<file path="config.mk">
export PLATFORM = sky130hd
export DESIGN_NAME = car_decoder
export DESIGN_NICKNAME = d
export VERILOG_FILES = /design/src/rtl/car_pkg.sv /design/src/rtl/car_regfile.sv /design/src/rtl/car_region_match.sv /design/src/rtl/car_threshold_cmp.sv /design/src/rtl/car_decoder.sv
export SDC_FILE = /design/constraint.sdc
export NUM_CORES = 1
export LEC_CHECK = 0
export BUFFER_PORTS_ARGS = -buffer_cell sky130_fd_sc_hd__buf_4
export CAP_MARGIN = 40
export CORE_ASPECT_RATIO = 1.1
export CORE_MARGIN = 4
export CORE_UTILIZATION = 50
export CTS_BUF_LIST = sky130_fd_sc_hd__clkbuf_16
export CTS_CLUSTER_DIAMETER = 100
export DETAILED_ROUTE_END_ITERATION = 10
export GPL_TIMING_DRIVEN = 0
export PLACE_DENSITY_LB_ADDON = 0.25
export SLEW_MARGIN = 10
export SYNTH_ARGS = -nofsm -noshare
export SYNTH_HDL_FRONTEND = slang
export SYNTH_SLANG_ARGS = --single-unit
</file>
<file path="constraint.sdc">
create_clock -name clk -period 3.8 [get_ports clk]
set_clock_uncertainty 0.05 [all_clocks]
set_input_delay 0.38 -clock clk [delete_from_list [all_inputs] [get_ports clk]]
set_output_delay 0.38 -clock clk [all_outputs]
set_load 0.02 [all_outputs]
</file>
<file path="src/rtl/car_pkg.sv">
package car_pkg;

  parameter int ADDR_W        = 32;
  parameter int BASE_W        = 16;
  parameter int GRAN_LOG2     = ADDR_W - BASE_W;   // 64 KB grid
  parameter int SIZE_W        = 3;
  parameter int THR_W         = 4;
  parameter int SEL_W         = 3;
  parameter int NUM_NC        = 2;
  parameter int THR_BASE_LOG2 = 20;                // 1 MB first boundary
  parameter int THR_MAX_CODE  = 9;
  parameter int NC_SEL_FIRST  = 2;

  typedef enum logic [SEL_W-1:0] {
    SEL_WT_BASE  = 3'd0,
    SEL_WT_SIZE  = 3'd1,
    SEL_NC0_BASE = 3'd2,
    SEL_NC0_SIZE = 3'd3,
    SEL_NC1_BASE = 3'd4,
    SEL_NC1_SIZE = 3'd5,
    SEL_THRESH   = 3'd6,
    SEL_SPARE    = 3'd7
  } cfg_sel_e;

  typedef struct packed {
    logic [BASE_W-1:0] base;
    logic [SIZE_W-1:0] size;
  } region_cfg_t;

  // Mask of base bits that take part in the compare for a size code.
  function automatic logic [BASE_W-1:0] region_mask(input logic [SIZE_W-1:0] code);
    logic [BASE_W-1:0] m;
    if (code == '0) m = '0;
    else            m = {BASE_W{1'b1}} << (code - SIZE_W'(1));
    return m;
  endfunction

  function automatic logic region_hit(input logic [BASE_W-1:0] addr_hi,
                                      input region_cfg_t       cfg);
    return (cfg.size != '0) &&
           (((addr_hi ^ cfg.base) & region_mask(cfg.size)) == '0);
  endfunction

  function automatic logic above_threshold(input logic [ADDR_W-1:0] addr,
                                           input logic [THR_W-1:0]  code);
    logic res;
    if (code == '0 || int'(code) > THR_MAX_CODE) res = 1'b0;
    else res = (addr >> (THR_BASE_LOG2 + int'(code) - 1)) != '0;
    return res;
  endfunction

endpackage

</file>
<file path="src/rtl/car_regfile.sv">
module car_regfile
  import car_pkg::*;
(
  input  logic                     clk,
  input  logic                     rst_n,
  input  logic                     cfg_we,
  input  logic [SEL_W-1:0]         cfg_sel,
  input  logic [BASE_W-1:0]        cfg_wdata,
  output region_cfg_t              wt_cfg,
  output region_cfg_t [NUM_NC-1:0] nc_cfg,
  output logic [THR_W-1:0]         thr_code
);

  always_ff @(posedge clk or negedge rst_n) begin
    if (!rst_n) begin
      wt_cfg   <= '0;
      nc_cfg   <= '0;
      thr_code <= '0;
    end else if (cfg_we) begin
      if (cfg_sel == SEL_WT_BASE) wt_cfg.base <= cfg_wdata;
      if (cfg_sel == SEL_WT_SIZE) wt_cfg.size <= cfg_wdata[SIZE_W-1:0];
      if (cfg_sel == SEL_THRESH)  thr_code    <= cfg_wdata[THR_W-1:0];
      for (int i = 0; i < NUM_NC; i++) begin
        if (cfg_sel == SEL_W'(NC_SEL_FIRST + 2*i))
          nc_cfg[i].base <= cfg_wdata;
        if (cfg_sel == SEL_W'(NC_SEL_FIRST + 2*i + 1))
          nc_cfg[i].size <= cfg_wdata[SIZE_W-1:0];
      end
    end
  end

  AST_THR_WRITE_LANDS: assert property (@(posedge clk) disable iff (!rst_n)
    (cfg_we && cfg_sel == SEL_THRESH) |=> (thr_code == $past(cfg_wdata[THR_W-1:0])));

  AST_SPARE_SEL_IGNORED: assert property (@(posedge clk) disable iff (!rst_n)
    (cfg_we && cfg_sel == SEL_SPARE) |=> ($stable(thr_code) && $stable(wt_cfg) && $stable(nc_cfg)));

endmodule

</file>
<file path="src/rtl/car_region_match.sv">
module car_region_match
  import car_pkg::*;
(
  input  logic [BASE_W-1:0] addr_hi,
  input  region_cfg_t       cfg,
  output logic              hit
);

  always_comb hit = region_hit(addr_hi, cfg);

endmodule

</file>
<file path="src/rtl/car_threshold_cmp.sv">
module car_threshold_cmp
  import car_pkg::*;
(
  input  logic [ADDR_W-1:0] addr,
  input  logic [THR_W-1:0]  code,
  output logic              above
);

  always_comb above = above_threshold(addr, code);

endmodule

</file>
<file path="src/rtl/car_decoder.sv">
module car_decoder
  import car_pkg::*;
(
  input  logic              clk,
  input  logic              rst_n,
  input  logic              cfg_we,
  input  logic [2:0]        cfg_sel,
  input  logic [15:0]       cfg_wdata,
  input  logic              req_valid,
  input  logic [31:0]       req_addr,
  output logic              rsp_valid,
  output logic              rsp_cacheable,
  output logic              rsp_write_through
);

  region_cfg_t              wt_cfg;
  region_cfg_t [NUM_NC-1:0] nc_cfg;
  logic [THR_W-1:0]         thr_code;
  logic [BASE_W-1:0]        addr_hi;
  logic                     wt_hit;
  logic [NUM_NC-1:0]        nc_hit_vec;
  logic                     thr_hit;
  logic                     any_nc;

  assign addr_hi = req_addr[ADDR_W-1:GRAN_LOG2];

  car_regfile u_regs (
    .clk       (clk),
    .rst_n     (rst_n),
    .cfg_we    (cfg_we),
    .cfg_sel   (cfg_sel),
    .cfg_wdata (cfg_wdata),
    .wt_cfg    (wt_cfg),
    .nc_cfg    (nc_cfg),
    .thr_code  (thr_code)
  );

  car_region_match u_wt_match (
    .addr_hi (addr_hi),
    .cfg     (wt_cfg),
    .hit     (wt_hit)
  );

  for (genvar g = 0; g < NUM_NC; g++) begin : g_nc
    car_region_match u_nc_match (
      .addr_hi (addr_hi),
      .cfg     (nc_cfg[g]),
      .hit     (nc_hit_vec[g])
    );
  end

  car_threshold_cmp u_thr (
    .addr  (req_addr),
    .code  (thr_code),
    .above (thr_hit)
  );

  assign any_nc = (|nc_hit_vec) | thr_hit;

  always_ff @(posedge clk or negedge rst_n) begin
    if (!rst_n) begin
      rsp_valid         <= 1'b0;
      rsp_cacheable     <= 1'b0;
      rsp_write_through <= 1'b0;
    end else begin
      rsp_valid <= req_valid;
      if (req_valid) begin
        rsp_cacheable     <= ~any_nc;
        rsp_write_through <= ~any_nc & wt_hit;
      end
    end
  end

  AST_VALID_FOLLOWS_REQ: assert property (@(posedge clk) disable iff (!rst_n)
    req_valid |=> rsp_valid);

  AST_NO_SPURIOUS_VALID: assert property (@(posedge clk) disable iff (!rst_n)
    !req_valid |=> !rsp_valid);

  AST_NC_REGION_BLOCKS_CACHE: assert property (@(posedge clk) disable iff (!rst_n)
    (req_valid && (|nc_hit_vec)) |=> !rsp_cacheable);

  AST_THR_BLOCKS_CACHE: assert property (@(posedge clk) disable iff (!rst_n)
    (req_valid && thr_hit) |=> !rsp_cacheable);

  AST_NC_FORCES_WB_FLAG_LOW: assert property (@(posedge clk) disable iff (!rst_n)
    rsp_valid |-> !(rsp_write_through && !rsp_cacheable));

  AST_WT_HIT_REACHES_OUTPUT: assert property (@(posedge clk) disable iff (!rst_n)
    (req_valid && wt_hit && !(|nc_hit_vec) && !thr_hit) |=> rsp_write_through);

endmodule

</file>
Yosys cells after proc, flatten, opt, wreduce, memory -nomap -nowiden
Index checks and enable logic that the tools add are counted.
- $add $sub $neg: 5
- magnitude comparators: 1
- equal/unequal tests: 6
- shift-type cells: 4
- multiplexer cells: 4
- bitwise gates (word level): 9
- reduce and logical (&&, ||, !) cells: 24
- operator list (cell ; number):
    16-bit AND ; 3
    16-bit zero test ; 3
    16-bit two-way mux ; 3
    16-bit by 3-bit << shifter with 16-bit output, first input constant ; 3
    16-bit bitwise XOR ; 3
    32-bit nonzero test ; 1
    32-bit by 32-bit >> shifter with 32-bit output ; 1
    32-bit by 2-bit subtractor with 32-bit output, second input constant ; 1
    2-bit AND reduction ; 7
    3-bit zero test ; 4
    3-bit equality test, second input constant ; 3
    3-bit nonzero test ; 3
    3-bit by 1-bit subtractor with 3-bit output, second input constant ; 3
    5-bit by 4-bit adder with 6-bit output, first input constant ; 1
    3-bit by 2-bit equality test with 1-bit output, second input constant ; 2
    4-bit > comparator, second input constant ; 1
    4-bit zero test ; 1
    3-bit by 1-bit equality test with 1-bit output, second input constant ; 1
    1-bit logical AND ; 3
    2-bit OR reduction ; 1
    1-bit AND ; 1
    1-bit logical OR ; 1
    1-bit two-way mux ; 1
    1-bit NOT ; 1
    1-bit OR ; 1
- bits in registers: 64
- input bits: 55
- output and inout port bits: 3
- word-level logic and storage cells: 63

Depth between registers and ports, before layout
Gate-level depths: netlist of the first run.
- word-level depth: 10
- gate-level depth with buffers: 13
- gate-level depth less buffers: 12

Modules after synthesis
From an unflattened synthesis of the first run, not the netlist that was laid out.
- cell total of the unflattened synthesis: 438
- area, all modules: 4704.5 µm²
- by module, submodules not included (module ; times used ; cells each ; area each (µm²) ; sequential area each (µm²)):
    car_regfile ; 1 ; 134 ; 2386.0 ; 1526.5
    car_threshold_cmp ; 1 ; 195 ; 1385.1 ; 0.0
    car_region_match ; 3 ; 34 ; 274.0 ; 0.0
    car_decoder ; 1 ; 7 ; 111.4 ; 75.1

Worst setup path after synthesis of the first run
OpenSTA, ideal clock, no wires.
- path type: register to register
- from: register u_regs.thr_code[0]
- to: register rsp_write_through
- library setup time: 0.095 ns
- arrival: 2.822 ns
- required time: 3.655 ns
- setup slack: 0.832 ns
- cell stages (with the launch flop): 12
- path buffers: 2
- period minus slack after synthesis: 2.968 ns
- cells stage by stage: dfrtp_1 buf_6 inv_1 ha_1 buf_2 or4_4 a311o_1 o211ai_1 nand4_1 a2111oi_2 a31oi_1 o31ai_1
- cells in the longest elaborated chain, start to end: 8
- ends and longest elaborated chain (element ; line ; RTL):
    start, declared ; car_regfile.sv:11 ; output logic [THR_W-1:0] thr_code
    start signal, assigned ; car_regfile.sv:22 ; if (cfg_sel == SEL_THRESH) thr_code <= cfg_wdata[THR_W-1:0];
    5-bit by 4-bit adder with 6-bit output ; car_pkg.sv:48 ; else res = (addr >> (THR_BASE_LOG2 + int'(code) - 1)) != '0;
    32-bit by 2-bit subtractor with 32-bit output ; car_pkg.sv:48 ;
    32-bit by 32-bit >> shifter with 32-bit output ; car_pkg.sv:48 ;
    32-bit nonzero test ; car_pkg.sv:48 ;
    1-bit two-way mux (*) ; car_pkg.sv:47 ; if (code == '0 || int'(code) > THR_MAX_CODE) res = 1'b0;
    1-bit OR (*) ; car_decoder.sv:58 ; assign any_nc = (|nc_hit_vec) | thr_hit;
    1-bit NOT (*) ; car_decoder.sv:69 ; rsp_write_through <= ~any_nc & wt_hit;
    1-bit AND (*) ; car_decoder.sv:69 ;
    end signal, assigned ; car_decoder.sv:69 ;
    end, declared ; car_decoder.sv:13 ; output logic rsp_write_through
Mark *: on every way between the ends. The rest lies on a longest branch, timed or not.
A chain may end at the register's enable or synchronous reset.

Worst setup path in the final report of the first run
Same ends and word-level chain as after synthesis.

==> results.toml, run 1 <==
[cells_and_area]
fill_cells = 739
finalNetCount = 577
fin_cells = 619
area_growth_pct = 16.4
postLayoutCellArea_um2 = 5380
antenna_cells = 0
drive_above_1_share_pct = 28.5
final_core_utilization_pct = 60.1

[setup_path]
cp.required_ns = 3.98
path_max_fanout = 10
worst-r2r-cell-count = 13
path_class = "flop to flop"
r2r-end = "rsp_write_through"
crit_buf_inv = 5
critPathCaptureType = "flop"
cp_cell_sequence = "buf_6 -> inv_1 -> ha_1 -> buf_2 -> buf_2 -> clkbuf_2 -> o22ai_1 -> o311ai_0 -> o211ai_1 -> nand4_1 -> a2111oi_2 -> a31oi_2 -> o31ai_1"
cp.arrival_ns = 3.82
reg2reg_slack_ns = 0.16
r2r_start = "u_regs.thr_code[0]"
start_kind = "flop"
path_common_cell = "buf_2"
critPathMaxStageDelay_ns = 0.43
cpMaxStageDelayCell = "a2111oi_2"
critical_path.top_delay_family = "compound AO/OA/AOI/OAI gates"

[clocking]
cts.sinks = 64
cts_tree = "yes"
clk_path_buf_depth = 2
cts_hold_buf = 0
numCtsBuffers = 9
post_cts_buffers = 0
cts_root_buf = "clkbuf_16"
insertion_delay_ns = 0.32
cts_max_level = 3
clkTransAtPathRegs_ns = 0.05

[floorplanning]
num_io_pins = 58
start_util_pct = 51.6
die_y_um = 109
dieWidth_um = 99.7
floorplan.die_area_um2 = 10900
core_area_um2 = 8960
rows = 36

[detailed_routing]
via_per_inst = 6.05
routedWlPerCell_um = 19.5
drtIter0Drc = 159
drtPass1Iterations = 7
vias = 3747
wirelength_um = 12000
final_antenna_net_count = 0
remaining_drc_errors = 0

[sta]
drv_slew = 0
final.setup.tns_ns = 0
setup-violations-final = 0
min_period_over_period_pct = 95.9
slew_headroom_pct = 42.9
fin_crit_ns = 3.64
finalHoldViolations = 0
worst_slew_pin_slew_ns = 0.850
rsz0062_at_grt = "false"
max_clock_freq_mhz = 275

[synthesis]
yosys_register_bits = 64
synthesis.nets = 524
netlist_area_um2 = 4630
netlist_instances = 448
synthArstFlopShare_pct = 100
synth_ff_type = "dfrtp_1"
yosys-top-cells-area = "dfrtp_1, mux2_2, xor2_1, ha_1, xnor2_1"
yosysSeqAreaShare_pct = 34.6
synth_cell_types = 61
postSynthAreaPerCell_um2 = 10.3
netlist_top_cells_count = "dfrtp_1, mux2_2, xor2_1, clkbuf_1, inv_1"
yosysMostFrequentCell = "dfrtp_1"
synth_top_area_cell = "dfrtp_1"
synth-edff-count = 0
synth_top_cell_area_share_pct = 34.6
ys_warn_count = 0

[run]
max_cap_viol_count = 0

[power]
p_sw_mw = 1.09
intPower_mw = 1.89
powerDensity_nw_per_um2 = 554
power_frac_seq_pct = 31.4
ir_worst_vdd_v = 0.000537
pwr-share-comb_pct = 43.3
pwr-share-clk_pct = 25.3
p_total_mw = 2.98
p_leak_nw = 2.27
switching_share_pct = 36.5

[place]
detailedPlacementHpwl_um = 9090
dp_cells = 604
io_buffers = 39
finalWeightedCongestion = 0.928
place_area_um2 = 5080

[status]
outcome = "complete, no violations"

[grt]
first_global_vias = 3819
track_usage_pct = 23.0
antenna_found_initial = 0
grt_max_degree = 65
grt_pass1_wl_um = 19300
gr-total-overflow = 0

[min_path]
hp-class = "primary input to async pin"
==> cells by family after synthesis <==
| logic type | share of synthesized area, % |
|---|---|
| buffers and inverters | 5.17 |
| AND/OR/NAND/NOR | 11.6 |
| AO/OA/AOI/OAI | 13.7 |
| XOR/XNOR | 10.0 |
| multiplexers | 19.3 |
| adder cells (fa/ha/maj) | 5.68 |
| flip-flops | 34.6 |
==> worst register-to-register path: cells and delay by family, from the launching register on <==
family / cells / cell delay [ns]
buffers and inverters: 5 / 0.98
AND/OR/NAND/NOR: 1 / 0.17
adder cells (fa/ha/maj): 1 / 0.29
AO/OA/AOI/OAI: 6 / 1.68
flip-flops: 1 / 0.38
==> sequential cells by signal, summed over array words and instances (netlist names) <==
register / cells
u_regs.thr_code: 4
u_regs.wt_cfg: 19
rsp_cacheable: 1
rsp_valid: 1
u_regs.nc_cfg: 38
rsp_write_through: 1
==> how the worst max path moves through the flow <==
| stage | end | from | cells past startpoint |
|---|---|---|---|
| final | rsp_write_through | u_regs.thr_code[0] | 13 |
| after global placement | rsp_write_through | u_regs.thr_code[0] | 12 |
| after CTS | rsp_write_through | u_regs.thr_code[0] | 11 |
| after floorplan | rsp_write_through | u_regs.thr_code[0] | 11 |
| after detailed placement | rsp_write_through | u_regs.thr_code[0] | 12 |
| after global routing | rsp_write_through | u_regs.thr_code[0] | 12 |
==> stage by stage <==
stage          hold WS, ns  worst slack [ns]
4_1_cts              0.124            0.0359
5_1_grt              0.146           0.00587
3_5_place_dp         0.448           -0.0593
6_report            0.0902             0.157
2_1_floorplan       0.0344             0.832
3_3_place_gp         0.442           -0.0610
==> layout make-up <==
type / instances / area, um^2 / area share (%)
Inverter: 22 / 82.6 / 1.53
Buffer: 34 / 158 / 2.93
Tap cell: 114 / 143 / 2.65
Timing Repair Buffer: 42 / 310 / 5.76
Clock buffer: 9 / 225 / 4.18
Clock inverter: 6 / 52.6 / 0.976
Multi-Input combinational cell: 328 / 2810 / 52.2
Sequential cell: 64 / 1600 / 29.8
==> layer usage <==
| layer | GRT usage, % | up-vias | wire length (um) |
|---|---|---|---|
| met5 | 0 | - | 0 |
| met4 | 11.0 | 0 | 374 |
| met3 | 4.48 | 29 | 680 |
| met2 | 39.8 | 127 | 6070 |
| met1 | 27.3 | 1847 | 4910 |
| li1 | - | 1744 | - |
==> layout by cell type (no fill, tap or decap), drive strengths merged, types with 2 or more instances in the layout <==
master,netlist,routed
nand2,13,13
a221oi,7,7
a21boi,2,2
clkbuf,22,32
clkinv,0,4
nand3,2,2
or4,4,4
a21oi,11,11
mux2,62,62
nand2b,9,9
o21ai,12,12
a211oi,7,7
o22ai,5,5
nor2b,9,9
o31ai,3,3
mux4,5,5
ha,21,21
nand4b,3,3
dfrtp,64,64
nor3,15,15
and2,3,3
nor4,4,4
nor2,16,16
nor3b,4,4
a2111oi,9,9
xnor2,19,19
o211ai,6,6
a21o,3,3
nand4,6,6
buf,12,53
inv,22,23
a31oi,3,3
mux2i,8,8
o311ai,2,2
xor2,33,33
a41oi,2,2
a22oi,3,3
==> power groups by stage <==
| stage | logic [mW] | clock network, mW | registers [mW] |
|---|---|---|---|
| detailed placement | 1.25 | 0 | 0.947 |
| floorplan | 0.912 | 0 | 0.928 |
| CTS | 1.26 | 0.774 | 0.937 |
| global placement | 1.23 | 0 | 0.936 |
| finish | 1.29 | 0.755 | 0.937 |
| global route | 1.41 | 0.809 | 0.954 |
==> repair_timing <==
item,in CTS,in global routing
endpoints found under the setup margin,1,2
resized for setup,1,5
gates cloned,0,0
No activity file was read; power rests on OpenSTA's default activity.
==> run 2, diff against run 1 <==
--- a/config.mk
+++ b/config.mk
@@ -7,9 +7,11 @@
 export LEC_CHECK = 0
 export BUFFER_PORTS_ARGS = -buffer_cell sky130_fd_sc_hd__buf_4
 export CAP_MARGIN = 40
+export CELL_PAD_IN_SITES_DETAIL_PLACEMENT = 1
+export CELL_PAD_IN_SITES_GLOBAL_PLACEMENT = 1
 export CORE_ASPECT_RATIO = 1.1
 export CORE_MARGIN = 4
-export CORE_UTILIZATION = 50
+export CORE_UTILIZATION = 46
 export CTS_BUF_LIST = sky130_fd_sc_hd__clkbuf_16
 export CTS_CLUSTER_DIAMETER = 100
 export DETAILED_ROUTE_END_ITERATION = 10
==> run 2 against run 1 <==
Die area rose by 8.0%. Register-to-register slack got worse by 0.07 ns. Worst hold slack got worse by 0.011 ns. First-iteration DRC count rose by 4.4%. Count of clock-buffer cells in the layout did not move. Routed wire length rose by 11%. Design area rose by 0.77%. Sequential share of layout area fell by 0.23 points.
==> results.toml, run 2 (same netlist as run 1, synthesis figures left out) <==
[status]
outcome = "complete, no violations"

[sta]
finalWorstSetupSlack_ns = 0.0844
worst_slew_pin_slew_ns = 0.817
slew_headroom_pct = 45.5
setup-violations-final = 0
final.setup.tns_ns = 0
min_period_over_period_pct = 97.8
finalHoldViolations = 0
whs_ns = 0.0793
max_clock_freq_mhz = 269
fin_crit_ns = 3.72
drv_slew = 0

[clocking]
clk_path_buf_depth = 2
cts_max_level = 3
clkTransAtPathRegs_ns = 0.05
numCtsBuffers = 9
cts.sinks = 64
cts_root_buf = "clkbuf_16"
cts_tree = "yes"
insertion_delay_ns = 0.33

[cells_and_area]
final_common_cell = "dfrtp_1"
finalNetCount = 579
area_growth_pct = 17.3
fill_cells = 1115
mostFrequentLayoutCells = "dfrtp_1, mux2_2, buf_4"
antenna_cells = 0
largest_reg_flops = 38
top_regs = "u_regs.nc_cfg (38), u_regs.wt_cfg (19), u_regs.thr_code (4)"
drive_above_1_share_pct = 30.0
regMostFlops = "u_regs.nc_cfg"

[setup_path]
critPathMaxStageDelay_ns = 0.54
cp_cell_sequence = "buf_6 -> clkinvlp_4 -> ha_2 -> clkbuf_4 -> clkinvlp_4 -> a2111oi_1 -> o22ai_1 -> a211oi_1 -> o22ai_1 -> a2111oi_2 -> a31oi_2 -> o31ai_2"
cp.required_ns = 3.99
cp.arrival_ns = 3.91
path_max_fanout = 10
path_class = "flop to flop"
start_kind = "flop"
cpMaxStageDelayCell = "a2111oi_1"
critPathCaptureType = "flop"

[grt]
grt_max_degree = 65
track_usage_pct = 23.4
gr-total-overflow = 0
first_global_vias = 4137
grt_pass1_wl_um = 21700
antenna_found_initial = 0

[floorplanning]
rows = 38
core_area_um2 = 9840
floorplan.die_area_um2 = 11700
num_io_pins = 58
start_util_pct = 47.0
dieWidth_um = 104
die_y_um = 113

[place]
io_buffers = 39
detailedPlacementHpwl_um = 9980
finalWeightedCongestion = 0.899
post-place-ws_ns = 0.168

[power]
powerDensity_nw_per_um2 = 552
ir_worst_vdd_v = 0.000321
p_leak_nw = 2.27

[min_path]
hp-class = "primary input to async pin"

[detailed_routing]
drtPass1Iterations = 4
vias = 3784
drtIter0Drc = 166
via_per_inst = 6.04
wirelength_um = 13400
routedWlPerCell_um = 21.3
final_antenna_net_count = 0
remaining_drc_errors = 0

[run]
max_cap_viol_count = 0
run 2: worst paths after layout:
kind,startpoint,endpoint,slack [ns],depth (start not counted)
max in group asynchronous,rst_n,u_regs.thr_code[0],3.07,1
worst max-delay path,u_regs.thr_code[0],rsp_write_through,0.08,12
worst min register to register,u_regs.nc_cfg[20],u_regs.nc_cfg[20],0.46,1
worst min-delay path,rst_n,u_regs.nc_cfg[15],0.08,1
worst max register to register,u_regs.thr_code[0],rsp_write_through,0.08,12
min in group clk,req_valid,rsp_valid,0.14,1
run 2: per-layer routing:
| metal | routed length [um] | GRT usage (%) | up-vias |
|---|---|---|---|
| met2 | 7070 | 43.6 | 100 |
| li1 | - | - | 1744 |
| met3 | 597 | 4.34 | 17 |
| met5 | 0 | 0 | - |
| met4 | 240 | 7.80 | 0 |
| met1 | 5440 | 27.2 | 1923 |
run 2: what timing repair did:
item | CTS | global route
hold buffers | 0 | 0
setup endpoints to repair | 0 | 2
buffers inserted | 0 | 1
gates resized for setup | 0 | 19
run 2: cell type report:
type / count / area (um^2) / share of cell area [%]
inverters: 22 / 90.1 / 1.66
clock buffers: 9 / 225 / 4.15
repair buffers: 44 / 325 / 6.00
plain buffers: 34 / 163 / 3.00
clock inverters: 6 / 28.8 / 0.531
well taps: 120 / 150 / 2.77
multi-input cells: 328 / 2840 / 52.4
flip-flops and latches: 64 / 1600 / 29.5
run 2: power breakdown:
| part | internal [mW] | total [mW] | switching, mW |
|---|---|---|---|
| Combinational | 0.588 | 1.34 | 0.756 |
| Sequential | 0.832 | 0.941 | 0.109 |
| Clock | 0.427 | 0.711 | 0.284 |
| Total | 1.85 | 3.00 | 1.15 |
run 2: worst max-delay path: cells and delay by family, from the launching register on:
| family | cells | cell delay, ns |
|---|---|---|
| compound gates | 7 | 2.01 |
| fa+ha+maj | 1 | 0.38 |
| buf+inv | 4 | 0.81 |
| flops | 1 | 0.37 |
run 2: through the flow:
stage               power, mW  std cells  util, %  instance area, um^2
floorplan                1.84        448        -                 4630
global placement         2.15        607     51.5                 5070
detailed placement       2.22        611     51.8                 5090
CTS                      2.95        626     54.3                 5350
global route             3.18        627     55.1                 5420
finish                   3.00        627     55.1                 5420
==> run 3, diff against run 2 <==
--- a/config.mk
+++ b/config.mk
@@ -17,6 +17,7 @@
 export DETAILED_ROUTE_END_ITERATION = 10
 export GPL_TIMING_DRIVEN = 0
 export PLACE_DENSITY_LB_ADDON = 0.25
+export SETUP_SLACK_MARGIN = 0.2
 export SLEW_MARGIN = 10
 export SYNTH_ARGS = -nofsm -noshare
 export SYNTH_HDL_FRONTEND = slang
==> run 3 against run 2 <==
Setup slack improved by 0.30 ns. Sequential cell count is the same. Register-to-register slack improved by 0.30 ns. Global-route usage grew 0.13 points. Power increased by 1.7%. Non-clock buffer count up 2. Cell count is 0.32% higher. Count of clock-buffer cells in the layout unchanged. First-iteration DRC count up 6.0%. Critical path type unchanged. Critical endpoint unchanged. Largest power group unchanged.
==> results.toml, run 3 (same netlist as run 1, synthesis figures left out) <==
[cells_and_area]
largest_reg_flops = 38
area_growth_pct = 18.5
antenna_cells = 0
drive_above_1_share_pct = 30.8
top_regs = "u_regs.nc_cfg (38), u_regs.wt_cfg (19), u_regs.thr_code (4)"
finalNetCount = 581
postLayoutCellArea_um2 = 5480
mostFrequentLayoutCells = "dfrtp_1, mux2_2, buf_4"
regMostFlops = "u_regs.nc_cfg"
final_common_cell = "dfrtp_1"

[clocking]
clk_path_buf_depth = 2
cts_hold_buf = 0
insertion_delay_ns = 0.33
cts_root_buf = "clkbuf_16"
clkTransAtPathRegs_ns = 0.05
numCtsBuffers = 9
cts_tree = "yes"
cts.sinks = 64
cts_max_level = 3

[grt]
grt_pass1_wl_um = 21800
grt_max_degree = 65
first_global_vias = 4156
antenna_found_initial = 0
track_usage_pct = 23.5
gr-total-overflow = 0

[sta]
finalHoldViolations = 0
rsz0062_at_grt = "false"
setup-violations-final = 0
drv_slew = 0
min_period_over_period_pct = 89.9
worst_slew_pin_slew_ns = 0.807
final.setup.tns_ns = 0
slew_headroom_pct = 46.2
fin_crit_ns = 3.42
max_clock_freq_mhz = 293

[power]
powerDensity_nw_per_um2 = 556
pwr-share-comb_pct = 45.7
switching_share_pct = 38.6
ir_worst_vdd_v = 0.000325
pwr-share-clk_pct = 23.4
p_leak_nw = 2.29
power_frac_seq_pct = 30.9
p_sw_mw = 1.18
intPower_mw = 1.87

[detailed_routing]
drtPass1Iterations = 4
final_antenna_net_count = 0
drtIter0Drc = 176
wirelength_um = 13500
routedWlPerCell_um = 21.4
via_per_inst = 6.05
remaining_drc_errors = 0
vias = 3808

[setup_path]
setup.worst_path.start = "u_regs.thr_code[0]"
path_class = "flop to flop"
critPathCaptureType = "flop"
r2r_start = "u_regs.thr_code[0]"
cp.required_ns = 3.99
cp.arrival_ns = 3.61
start_kind = "flop"
path_max_fanout = 10

[floorplanning]
dieWidth_um = 104
die_y_um = 113
floorplan.die_area_um2 = 11700
rows = 38
start_util_pct = 47.0
num_io_pins = 58
core_area_um2 = 9840

[place]
detailedPlacementHpwl_um = 9980
place_area_um2 = 5090
io_buffers = 39
finalWeightedCongestion = 0.899

[status]
outcome = "complete, no violations"

[min_path]
hp-class = "primary input to async pin"

[run]
max_cap_viol_count = 0
## run 3: final cells by class
cell class,count,area (um^2)
flip-flops and latches,64,1600
plain buffers,34,165
repair buffers,46,340
clock buffers,9,225
inverters,22,90.1
clock inverters,6,28.8
multi-input cells,328,2880
well taps,120,150
fillers,1108,4360
## run 3: power groups by stage
| stage | registers (mW) | logic [mW] | clock network (mW) |
|---|---|---|---|
| final | 0.940 | 1.39 | 0.713 |
| after global routing | 0.961 | 1.51 | 0.758 |
| after CTS | 0.942 | 1.31 | 0.726 |
| after detailed placement | 0.951 | 1.27 | 0 |
| after global placement | 0.936 | 1.22 | 0 |
| after floorplan | 0.928 | 0.912 | 0 |
## run 3: worst paths after layout
kind	to	slack, ns	depth (start not counted)
worst min-delay path	u_regs.nc_cfg[15]	0.07	1
min in group clk	rsp_valid	0.14	1
worst max register to register	rsp_write_through	0.38	12
worst min register to register	u_regs.nc_cfg[20]	0.46	1
max in group asynchronous	u_regs.thr_code[0]	3.08	1
worst max-delay path	rsp_write_through	0.38	12
## run 3: metrics by stage
step           cells  setup WS, ns  hold slack [ns]  util [%]  power (mW)
2_1_floorplan    448         0.832           0.0344         -        1.84
3_3_place_gp     607         0.192            0.441      51.5        2.15
3_5_place_dp     611         0.168            0.452      51.8        2.22
4_1_cts          626         0.205            0.119      54.6        2.97
5_1_grt          629         0.227            0.136      55.7        3.23
6_report         629         0.384           0.0727      55.7        3.05
## run 3: metal layers
layer | share of wire (%) | vias to the layer above | track usage [%]
li1 | - | 1745 | -
met1 | 41 | 1942 | 27.1
met2 | 53 | 100 | 43.8
met3 | 4.1 | 21 | 4.39
met4 | 2.2 | 0 | 8.42
met5 | 0 | - | 0
## run 3: repair_timing
action / in CTS / in global routing
buffers inserted: 0 / 3
pin swaps: 0 / 3
resized for setup: 7 / 17
setup endpoints to repair: 2 / 2
## run 3: worst max-delay path, stage by stage (launching register included)
cell and delay (ns):
dfrtp_1 0.37, buf_6 0.15, clkinvlp_4 0.10, ha_2 0.33
clkbuf_4 0.24, clkinvlp_4 0.27, o22ai_1 0.28, a21oi_2 0.14
a2111oi_2 0.42, o32ai_1 0.18, a2111oi_2 0.29, a31oi_2 0.22
o31ai_2 0.28
